<file path="src/rtl/fbd_pkg.sv">
`timescale 1ns/1ps
package fbd_pkg;
    // Identifies which of the two frame buffers is being scanned.
    typedef enum logic {
        BUF_A = 1'b0,
        BUF_B = 1'b1
    } buf_id_e;
endpackage

</file>
<file path="src/rtl/fbd_addr_gen.sv">
`timescale 1ns/1ps
// Address walker: steps through the active buffer and switches at its ceiling.
module fbd_addr_gen
    import fbd_pkg::*;
#(
    parameter int AW = 16
) (
    input  logic          clk,
    input  logic          rst_n,
    input  logic          run,
    input  logic          accept,
    input  logic          dual_mode,
    input  logic [AW-1:0] base0,
    input  logic [AW-1:0] ceil0,
    input  logic [AW-1:0] base1,
    input  logic [AW-1:0] ceil1,
    output logic [AW-1:0] addr,
    output logic          eof0,
    output logic          eof1
);
    typedef struct packed {
        logic [AW-1:0] addr;
        buf_id_e       sel;
        logic          eof0;
        logic          eof1;
    } walk_t;

    walk_t st_d, st_q;
    logic [AW-1:0] cur_ceil;

    always_comb begin
        st_d      = st_q;
        st_d.eof0 = 1'b0;
        st_d.eof1 = 1'b0;
        cur_ceil  = (st_q.sel == BUF_A) ? ceil0 : ceil1;
        if (!run) begin
            // Idle: park on the start of buffer 0.
            st_d.addr = base0;
            st_d.sel  = BUF_A;
        end else if (accept) begin
            if (st_q.addr == cur_ceil) begin
                if (st_q.sel == BUF_A) st_d.eof0 = 1'b1;
                else                   st_d.eof1 = 1'b1;
                if (dual_mode && st_q.sel == BUF_A) begin
                    st_d.sel  = BUF_B;
                    st_d.addr = base1;
                end else begin
                    st_d.sel  = BUF_A;
                    st_d.addr = base0;
                end
            end else begin
                st_d.addr = st_q.addr + AW'(1);
            end
        end
    end

    always_ff @(posedge clk or negedge rst_n) begin
        if (!rst_n) st_q <= '{addr: '0, sel: BUF_A, eof0: 1'b0, eof1: 1'b0};
        else        st_q <= st_d;
    end

    assign addr = st_q.addr;
    assign eof0 = st_q.eof0;
    assign eof1 = st_q.eof1;
endmodule

</file>
<file path="src/rtl/fbd_credit.sv">
`timescale 1ns/1ps
// Tracks reads in flight and grants room only when the FIFO can absorb one more.
module fbd_credit #(
    parameter int DEPTH = 16,
    parameter int LW    = $clog2(DEPTH + 1)
) (
    input  logic          clk,
    input  logic          rst_n,
    input  logic          accept,
    input  logic          ret_valid,
    input  logic          wr_pending,
    input  logic [LW-1:0] level,
    output logic          room,
    output logic          drained
);
    localparam int SW = LW + 2;
    localparam logic [SW-1:0] LIMIT = SW'(DEPTH);
    localparam logic [SW-1:0] ONE   = SW'(1);

    typedef struct packed {
        logic [LW-1:0] outs;
    } credit_t;

    credit_t st_d, st_q;
    logic [SW-1:0] need;

    always_comb begin
        st_d      = st_q;
        st_d.outs = st_q.outs + LW'(accept) - LW'(ret_valid);
        need      = SW'(level) + SW'(st_q.outs) + SW'(wr_pending) + ONE;
        room      = (need <= LIMIT);
        drained   = (st_q.outs == '0) && !wr_pending;
    end

    always_ff @(posedge clk or negedge rst_n) begin
        if (!rst_n) st_q <= '{outs: '0};
        else        st_q <= st_d;
    end
endmodule

</file>
<file path="src/rtl/fbd_wr_stage.sv">
`timescale 1ns/1ps
// Registers returned words into the FIFO and flags pops on an empty FIFO.
module fbd_wr_stage #(
    parameter int DW = 16,
    parameter int LW = 5
) (
    input  logic          clk,
    input  logic          rst_n,
    input  logic          ret_valid,
    input  logic [DW-1:0] ret_data,
    input  logic          disp_pop,
    input  logic [LW-1:0] level,
    output logic          fifo_wr,
    output logic [DW-1:0] fifo_wdata,
    output logic          underrun
);
    typedef struct packed {
        logic          wr;
        logic [DW-1:0] data;
        logic          uf;
    } wr_t;

    wr_t st_d, st_q;

    always_comb begin
        st_d      = st_q;
        st_d.wr   = ret_valid;
        st_d.uf   = disp_pop && (level == '0);
        if (ret_valid) st_d.data = ret_data;
    end

    always_ff @(posedge clk or negedge rst_n) begin
        if (!rst_n) st_q <= '{wr: 1'b0, data: '0, uf: 1'b0};
        else        st_q <= st_d;
    end

    assign fifo_wr    = st_q.wr;
    assign fifo_wdata = st_q.data;
    assign underrun   = st_q.uf;
endmodule

</file>
<file path="src/rtl/frame_fetch_dma.sv">
`timescale 1ns/1ps
module frame_fetch_dma #(
    parameter int AW    = 16,
    parameter int DW    = 16,
    parameter int DEPTH = 16,
    localparam int LW   = $clog2(DEPTH + 1)
) (
    input  logic          clk,
    input  logic          rst_n,
    input  logic          enable,
    input  logic          dual_mode,
    input  logic [AW-1:0] fb0_base,
    input  logic [AW-1:0] fb0_ceil,
    input  logic [AW-1:0] fb1_base,
    input  logic [AW-1:0] fb1_ceil,
    input  logic [LW-1:0] fifo_level,
    input  logic          disp_pop,
    output logic          rd_req,
    output logic [AW-1:0] rd_addr,
    input  logic          rd_gnt,
    input  logic          rd_valid,
    input  logic [DW-1:0] rd_data,
    output logic          fifo_wr,
    output logic [DW-1:0] fifo_wdata,
    output logic          eof0,
    output logic          eof1,
    output logic          underrun
);
    typedef struct packed {
        logic run;
    } ctl_t;

    ctl_t ctl_d, ctl_q;
    logic room, drained, accept;

    // Start only from a drained state so a restart never mixes with old returns.
    always_comb begin
        ctl_d     = ctl_q;
        ctl_d.run = enable && (ctl_q.run || drained);
    end

    always_ff @(posedge clk or negedge rst_n) begin
        if (!rst_n) ctl_q <= '{run: 1'b0};
        else        ctl_q <= ctl_d;
    end

    assign rd_req = ctl_q.run && room;
    assign accept = rd_req && rd_gnt;

    fbd_addr_gen #(.AW(AW)) u_addr (
        .clk       (clk),
        .rst_n     (rst_n),
        .run       (ctl_q.run),
        .accept    (accept),
        .dual_mode (dual_mode),
        .base0     (fb0_base),
        .ceil0     (fb0_ceil),
        .base1     (fb1_base),
        .ceil1     (fb1_ceil),
        .addr      (rd_addr),
        .eof0      (eof0),
        .eof1      (eof1)
    );

    fbd_credit #(.DEPTH(DEPTH), .LW(LW)) u_credit (
        .clk        (clk),
        .rst_n      (rst_n),
        .accept     (accept),
        .ret_valid  (rd_valid),
        .wr_pending (fifo_wr),
        .level      (fifo_level),
        .room       (room),
        .drained    (drained)
    );

    fbd_wr_stage #(.DW(DW), .LW(LW)) u_wr (
        .clk        (clk),
        .rst_n      (rst_n),
        .ret_valid  (rd_valid),
        .ret_data   (rd_data),
        .disp_pop   (disp_pop),
        .level      (fifo_level),
        .fifo_wr    (fifo_wr),
        .fifo_wdata (fifo_wdata),
        .underrun   (underrun)
    );
endmodule

</file>
<file path="config.mk">
export PLATFORM = sky130hd
export DESIGN_NAME = frame_fetch_dma
export DESIGN_NICKNAME = d
export VERILOG_FILES = /design/src/rtl/fbd_pkg.sv /design/src/rtl/fbd_addr_gen.sv /design/src/rtl/fbd_credit.sv /design/src/rtl/fbd_wr_stage.sv /design/src/rtl/frame_fetch_dma.sv
export SDC_FILE = /design/constraint.sdc
export NUM_CORES = 1
export LEC_CHECK = 0
export ABC_AREA = 1
export BUFFER_PORTS_ARGS = -buffer_cell sky130_fd_sc_hd__buf_2
export CAP_MARGIN = 20
export CORE_MARGIN = 1.5
export CORE_UTILIZATION = 56
export CTS_BUF_LIST = sky130_fd_sc_hd__clkbuf_2
export DETAILED_ROUTE_END_ITERATION = 8
export PLACE_DENSITY = 0.87
export SETUP_SLACK_MARGIN = 0.02
export SYNTH_ARGS = -nofsm -noshare
export SYNTH_HDL_FRONTEND = slang
export SYNTH_SLANG_ARGS = --single-unit
</file>
<file path="constraint.sdc">
create_clock -name clk -period 4.75 [get_ports clk]
set_input_delay 0.95 -clock clk [delete_from_list [all_inputs] [get_ports clk]]
set_output_delay 0.95 -clock clk [all_outputs]
set_load 0.01 [all_outputs]
</file>
### After elaboration in Yosys (flattened, before gate mapping)

Index checks and enable logic that the tools add are counted.

| word-level totals | value |
|---|---|
| bits in registers | 43 |
| output and inout bits | 37 |
| logic and storage cells | 40 |

| cells by class | value |
|---|---|
| add/sub/neg operators | 6 |
| order comparisons | 1 |
| equal/unequal tests | 3 |
| mux-type cells | 9 |
| bitwise gates (word level) | 1 |
| reductions and logical operators | 11 |

Operators with widths:

| operator | count |
|---|---|
| $mux 17 | 2 |
| $mux 16 | 2 |
| $mux 19 | 1 |
| $add 16x1->16 const B | 1 |
| $eq 16x16->1 | 1 |
| $logic_not 5->1 | 2 |
| $add 7x1->7 | 1 |
| $add 7x1->7 const B | 1 |
| $le 7x5->1 const B | 1 |
| $add 5x5->6 | 1 |
| $logic_and 1x1->1 | 6 |
| $add 5x1->5 | 1 |
| $sub 5x1->5 | 1 |
| $ne 2x1->1 const B | 2 |
| $mux 3 | 1 |
| $mux 1 | 2 |
| $mux 2 | 1 |
| $reduce_and 2->1 | 1 |
| $logic_not 1->1 | 1 |
| $logic_or 1x1->1 | 1 |
| $not 1->1 | 1 |

### Longest topological paths before layout

Gate-level depths: netlist of run 1.

| logic depth | value |
|---|---|
| depth in word-level cells | 8 |
| gate-level depth with buffers | 21 |
| mapped depth without buffers | 20 |

### Cells and area by module

A second synthesis of run 1 with hierarchy kept.

| unflattened totals | value |
|---|---|
| cell total of the unflattened synthesis | 630 |
| area total of the unflattened synthesis | 3,970.1 sq um |

By module, submodules not included:

| module | times used | cells each | area each (sq um) | seq. area each (sq um) |
|---|---|---|---|---|
| fbd_addr_gen | 1 | 446 | 2,486.1 | 475.5 |
| fbd_wr_stage | 1 | 75 | 724.4 | 450.4 |
| fbd_credit | 1 | 101 | 705.7 | 125.1 |
| frame_fetch_dma | 1 | 8 | 53.8 | 25.0 |

### Worst setup path before layout of run 1

OpenSTA, ideal clock, no wires.

| path | value |
|---|---|
| path kind | input-to-reg |
| from | in fifo_level[0] |
| to | reg u_credit.st_q[4] in the netlist's numbering |
| arrival time | 3,622 ps |
| data required time | 4,671 ps |
| slack | 1,049 ps |
| stages | 19 |
| path through | ha_1 fa_1 ha_1 inv_1 nor2_1 inv_1 nor2_1 nand2_1 nand2_1 nand2_1 nand3_1 nor2_4 buf_6 ha_1 fa_1 a21oi_1 nor2_1 nor2_1 xor2_1 |

RTL lines:

| item | RTL line | source |
|---|---|---|
| start, declared | frame_fetch_dma.sv:16 | `input logic [LW-1:0] fifo_level,` |
| end signal, assigned | fbd_credit.sv:36 | `if (!rst_n) st_q <= '{outs: '0};` |
| end signal, assigned | fbd_credit.sv:37 | `else st_q <= st_d;` |
| end, declared | fbd_credit.sv:24 | `credit_t st_d, st_q;` |

### Worst setup path after layout of run 1

| path | value |
|---|---|
| from | in fifo_level[0] |
| to | out rd_req |

| between the ends | value |
|---|---|
| word-level cells in the longest chain between the ends | 5 |

RTL lines:

| item | RTL line | source |
|---|---|---|
| $add 5x5->6 | fbd_credit.sv:30 | `need = SW'(level) + SW'(st_q.outs) + SW'(wr_pending) + ONE;` |
| $add 7x1->7 (2 in series) | fbd_credit.sv:30 |  |
| $le 7x5->1 | fbd_credit.sv:31 | `room = (need <= LIMIT);` |
| $logic_and 1x1->1 | frame_fetch_dma.sv:47 | `assign rd_req = ctl_q.run && room;` |
| end, declared | frame_fetch_dma.sv:18 | `output logic rd_req,` |

No other way between the ends.

==> results of run 1 <==
cells by family after synthesis:
logic type / Yosys count / synth area share [%]
multiplexers: 32 / 9.684
flip-flops: 43 / 29.85
XOR/XNOR: 22 / 5.346
buffers and inverters: 97 / 13.12
adder cells (fa/ha/maj): 16 / 5.970
AND/OR/NAND/NOR: 260 / 31.24
AO/OA/AOI/OAI: 30 / 4.790
worst min path at each step:
stage | to | slack, ns
after floorplan | ctl_q | 0.55
after detailed placement | u_wr.fifo_wdata[6] | 0.49
after CTS | u_wr.fifo_wdata[11] | 0.55
final | u_wr.fifo_wdata[11] | 0.54
after global placement | u_wr.fifo_wdata[12] | 0.49
after global routing | u_wr.fifo_wdata[5] | 0.56
critical path, delay by kind of cell:
kind,cells,cell delay (ns)
AO/OA/AOI/OAI,1,0.15
adder cells (fa/ha/maj),3,0.92
buffers and inverters,4,0.37
AND/OR/NAND/NOR,5,0.52
synth_stat cells (all sizes together):
cell / instances / area (um2)
nor2: 29 / 133.9
nor3: 8 / 40.04
nand4: 3 / 18.77
clkinv: 1 / 3.750
nand3b: 2 / 15.01
o211ai: 8 / 60.06
mux2: 23 / 259.0
ha: 14 / 175.2
a21oi: 6 / 30.03
inv: 62 / 232.7
nor3b: 1 / 7.510
nand2: 149 / 569.3
mux2i: 9 / 90.09
xnor2: 2 / 17.52
clkbuf: 6 / 22.52
a21boi: 1 / 7.510
fa: 2 / 40.04
buf: 28 / 213.9
or2: 1 / 6.260
xor2: 20 / 175.2
o21ai: 15 / 75.07
dfrtp: 43 / 1076
nand3: 67 / 335.3
per-stage QoR:
stage,hold slack [ns],area [um2],power (mW)
2_1_floorplan,0.5506,3605,0.9686
3_3_place_gp,0.4882,4105,1.092
3_5_place_dp,0.4903,4105,1.144
4_1_cts,0.5466,4156,1.327
5_1_grt,0.5642,4156,1.450
6_report,0.5377,4156,1.327
final cells by class:
| type | instances | share of cell area (%) |
|---|---|---|
| clock buffer | 5 | 0.6020 |
| clock inverter | 3 | 0.6321 |
| inverter | 63 | 5.689 |
| multi-input combinational | 360 | 49.46 |
| sequential | 43 | 25.89 |
| tap | 77 | 2.318 |
| timing repair buffer | 128 | 15.41 |
metal layers:
metal,wire length [um],part of all wire [%]
met3,719,8.0
met4,232,2.6
met5,0,0
met1,3529,39
met2,4463,50
power groups by stage:
stage	sequential [mW]	combinational, mW	clock (mW)
final	0.494	0.652	0.182
after global placement	0.497	0.595	0
after floorplan	0.480	0.489	0
after CTS	0.494	0.648	0.186
after detailed placement	0.499	0.645	0
after global routing	0.503	0.743	0.204
placed cells by master, fill, tap and decap left out:
cell type	n
nand2_1	147
buf_2	128
nand3_1	67
inv_1	60
dfrtp_1	43
nor2_1	25
mux2_2	23
xor2_1	20
ha_1	14
o21ai_1	9
mux2i_1	9
o211ai_1	8
nor3_1	8
a21oi_1	6
o21ai_0	6
clkbuf_2	5
nor2_4	3
nand4_1	3
nand3b_1	2
inv_2	2
xnor2_1	2
fa_1	2
inv_6	2
clkinv_1	1
nor3b_1	1
nand2_4	1
a21boi_0	1
nor2_2	1
nand2_2	1
or2_2	1
clkinv_4	1
==> impl_metrics.tcl, run 1 <==
set metrics [dict create \
    grt_max_degree 44 \
    clk_pin_slew_ns 0.24 \
    wl_per_cell_um 13.17 \
    cp_max_fo 3 \
    drt_iter0_drc 180 \
    start_util_pct 57.42 \
    cts_tree "yes" \
    crit_path_end "rd_req" \
    grtUsageMet3_pct 5.368 \
    clk_latency_ns 0.45 \
    regArea_um2 1076 \
    r2r_start "u_credit.st_q[0]" \
    synth_area_um2 3605 \
    finalSetupViolCount 0 \
    power.switching_mw 0.5925 \
    cpMaxStageDelayCell "fa_1" \
    grt_pass1_vias 3621 \
    post_cts_buffers 0 \
    power_leakage_nw 2.350 \
    use_met2_pct 48.56 \
    crit_chain "buf_2 > ha_1 > fa_1 > ha_1 > inv_1 > nor2_1 > inv_1 > a21oi_1 > nand2_1 > nand2_1 > nand2_1 > nor2_2 > buf_2" \
    whs_path_depth 1 \
    r2r_end "u_credit.st_q[4]" \
    fill_cells 561 \
    hpwlAfterDp_um 6923 \
    die_y_um 83.23 \
    gr-total-overflow 0 \
    power_density_nw_per_um2 319.4 \
    post_cts_resize_count 0 \
    final.period_utilization_pct 81.29 \
    seqPwrFrac_pct 37.2 \
    area_growth_pct 15.31 \
    endpoint_kind "output port" \
    ys_ff_latch 43 \
    cts_buffers 5 \
    clockBufferDepth 2 \
    finalNonFillerCells 679 \
    core_region_area_um2 6277 \
    via_per_inst 5.352 \
    fmax_mhz 259.0 \
    finalSetupTns_ns 0 \
    antenna_left 0 \
    cp-startpoint "fifo_level[0]" \
    synth_cell_types 32 \
    rows 29 \
    path_class "in -> out" \
    first_pass_iters 5 \
    rsz0062_at_grt "no" \
    use_met1_pct 30.74 \
    switching_share_pct 44.63 \
    grt-busiest-layer "met2" \
    p_comb_share_pct 49.1 \
    maxSlewHeadroom_pct 35.88 \
    finClkSkew_ns 0.02650 \
    ir_drop_mv 0.2220 \
    worstRegToRegCells 17 \
    outcome "finished clean" \
    syn_nets 608 \
    ys_seq_area_share_pct 29.85 \
    ys.warnings.count 0 \
    min_path_type "reg -> reg" \
    multi_input_area_um2 2056 \
    via_count 3634 \
    slew_violations 0 \
    final_nets 709 \
    p_clk_share_pct 13.7 \
    final_core_util_pct 66.21 \
    internal-power_mw 0.7349 \
    fin_ws_ns 0.8885 \
    grt_pass1_wl_um 15440 \
    place_ws_ns 0.7250 \
    wirelength_um 8945 \
    syn_area_per_cell_um2 7.209 \
    grtUsageTotal_pct 26.89 \
    start_kind "primary input" \
    syn_inst 500 \
    cp_data_arrival_time_ns 2.91 \
    antenna_cells 0 \
    die_x_um 83.23 \
    antenna_found_initial 0 \
    max_stage_delay_ns 0.52 \
    hold_viol_final 0 \
    drv_cap 0 \
    cp.required_ns 3.80 \
    placed_cells 671 \
    drcViolationCount 0 \
    port_buffers 128 \
    period_needed_ns 3.861 \
    drive_above_1_share_pct 27.91 \
    place_congestion 0.9377 \
    ctsHoldBuffers 0 \
    clock-sinks 43 \
    hp-start "u_wr.fifo_wdata[11]" \
    worst_pin_slew_ns 0.9618 \
    crit_top_cell "nand2_1" \
    ff2ff_setup_slack_ns 1.34 \
    io_pins 129 \
    ctsRootBufferMaster "clkbuf_2" \
    die_area_um2 6927 \
    cts.htree.levels 2 \
]
No activity file was read; power rests on OpenSTA's default activity.
==> run 2, diff against run 1 <==
--- a/config.mk
+++ b/config.mk
@@ -9,10 +9,10 @@
 export BUFFER_PORTS_ARGS = -buffer_cell sky130_fd_sc_hd__buf_2
 export CAP_MARGIN = 20
 export CORE_MARGIN = 1.5
-export CORE_UTILIZATION = 56
+export CORE_UTILIZATION = 47
 export CTS_BUF_LIST = sky130_fd_sc_hd__clkbuf_2
 export DETAILED_ROUTE_END_ITERATION = 8
-export PLACE_DENSITY = 0.87
+export PLACE_DENSITY = 0.77
 export SETUP_SLACK_MARGIN = 0.02
 export SYNTH_ARGS = -nofsm -noshare
 export SYNTH_HDL_FRONTEND = slang
==> constraint.sdc (replaced) <==
create_clock -name clk -period 3.4 [get_ports clk]
set_input_delay 0.68 -clock clk [delete_from_list [all_inputs] [get_ports clk]]
set_output_delay 0.68 -clock clk [all_outputs]
set_load 0.01 [all_outputs]
==> impl_metrics.tcl, run 2 (same netlist as run 1, synthesis figures left out) <==
set metrics [dict create \
    clock-sinks 43 \
    wirelength_um 9215 \
    worst_pin_slew_ns 0.8091 \
    grt_pass1_wl_um 15150 \
    cts.htree.levels 2 \
    endpoint_kind "output port" \
    whs_ns 0.07518 \
    final_cell_mix "nand2_1, buf_2, nand3_1" \
    finClkSkew_ns 0.03945 \
    die_x_um 90.58 \
    port_buffers 128 \
    ctsRootBufferMaster "clkbuf_2" \
    wl_per_cell_um 13.00 \
    start_kind "flop" \
    via_count 3601 \
    grt_max_degree 44 \
    cp_max_fo 2 \
    slew_violations 0 \
    core_region_area_um2 7331 \
    clockBufferDepth 2 \
    io_pins 129 \
    via_per_inst 5.079 \
    power_density_nw_per_um2 448.7 \
    finalNonFillerCells 709 \
    cpMaxStageDelayCell "fa_1" \
    cts_buffers 5 \
    cts_tree "yes" \
    drcViolationCount 0 \
    period_needed_ns 3.284 \
    placed_cells 697 \
    path_buf_inv 3 \
    drive_above_1_share_pct 30.98 \
    gr-total-overflow 0 \
    hold_viol_final 0 \
    clk_latency_ns 0.41 \
    start_util_pct 49.17 \
    final_nets 718 \
    power_leakage_nw 2.392 \
    ir_drop_mv 0.3645 \
    path_class "reg -> out" \
    die_area_um2 8204 \
    cp.required_ns 2.72 \
    fmax_mhz 304.5 \
    antenna_cells 0 \
    antenna_found_initial 0 \
    outcome "finished clean" \
    drv_cap 0 \
    total_power_mw 1.936 \
    antenna_left 0 \
    place_congestion 0.8991 \
    hpwlAfterDp_um 6957 \
    final_core_util_pct 58.85 \
    maxSlewHeadroom_pct 45.93 \
    grt_pass1_vias 3421 \
    crit_chain "ha_4 > fa_1 > ha_2 > inv_2 > nor2_4 > inv_2 > a21oi_2 > nand2_1 > nand2_2 > nand2_2 > nor2_4 > buf_6" \
    finalSetupViolCount 0 \
    cp_data_arrival_time_ns 2.60 \
    drt_iter0_drc 218 \
    rows 31 \
    max_stage_delay_ns 0.56 \
    clk_pin_slew_ns 0.23 \
    die_y_um 90.58 \
    cp_top_family "adder cells" \
    layout_commonest_cell "nand2_1" \
    area_growth_pct 19.68 \
    min_path_type "in -> async" \
    final.period_utilization_pct 96.59 \
    first_pass_iters 4 \
    grtUsageTotal_pct 22.39 \
]
## run 2: changes by cell type in the layout (fill, tap and decap cells not counted), sizes merged
cell	previous run	this run
buf	128	137
inv	64	62
clkinv	2	3
## run 2: final timing paths
kind	cells past startpoint	slack (ns)	end	start
max in group asynchronous	2	2.83	u_credit.st_q[2]	rst_n
min	1	0.08	u_credit.st_q[0]	rst_n
min in group clk	3	0.47	u_addr.addr[9]	fb0_base[9]
max	12	0.12	rd_req	u_credit.st_q[0]
max reg2reg	18	0.24	u_credit.st_q[4]	u_credit.st_q[0]
min reg2reg	1	0.53	u_wr.fifo_wdata[1]	u_wr.fifo_wdata[1]
## run 2: per-layer routing
layer / global-route usage [%] / up-vias / share of wire [%]
met5: 0 / - / 0
met4: 5.820 / 0 / 1.1
met3: 5.808 / 11 / 8.4
met2: 39.10 / 162 / 49
met1: 27.21 / 1634 / 42
li1: - / 1794 / -
## run 2: area by class of cell
type                    count  area, um2
clock buffers               5      25.02
clock inverters             2      8.758
fillers                   696       3017
inverters                  63      236.5
multi-input cells         360       2117
flip-flops and latches     43       1076
well taps                  99      123.9
repair buffers            137      726.9
## run 2: power by group
part / internal, mW / switching [mW] / total, mW
clock network: 0.0435 / 0.168 / 0.211
registers: 0.590 / 0.0932 / 0.683
logic: 0.436 / 0.606 / 1.04
total: 1.07 / 0.866 / 1.94
## run 2: through the flow
step / worst slack, ns / area (um2) / setup TNS, ns
4_1_cts: 0.08342 / 4204 / 0
3_3_place_gp: 0.02123 / 4170 / 0
3_5_place_dp: -0.1206 / 4170 / -0.1206
6_report: 0.1159 / 4314 / 0
2_1_floorplan: 0.05161 / 3612 / 0
5_1_grt: -0.07053 / 4314 / -0.07053
## run 2: repair_timing
action | in CTS | in global routing
setup endpoints to repair | 0 | 2
gates resized for setup | 0 | 17
hold buffers | 0 | 0
setup buffers | 0 | 4
## run 2: worst register-to-register path: stages, from the launching register on
cell	delay (ns)
dfrtp_1	0.47
ha_4	0.19
fa_1	0.56
ha_2	0.17
inv_2	0.05
nor2_4	0.10
inv_2	0.07
nor2_4	0.10
nand2_1	0.06
nand2_1	0.07
nand2_2	0.07
nand3_2	0.09
nor2_4	0.04
ha_1	0.21
fa_2	0.36
a21oi_1	0.16
nor2_1	0.05
nor2_1	0.11
xor2_1	0.14
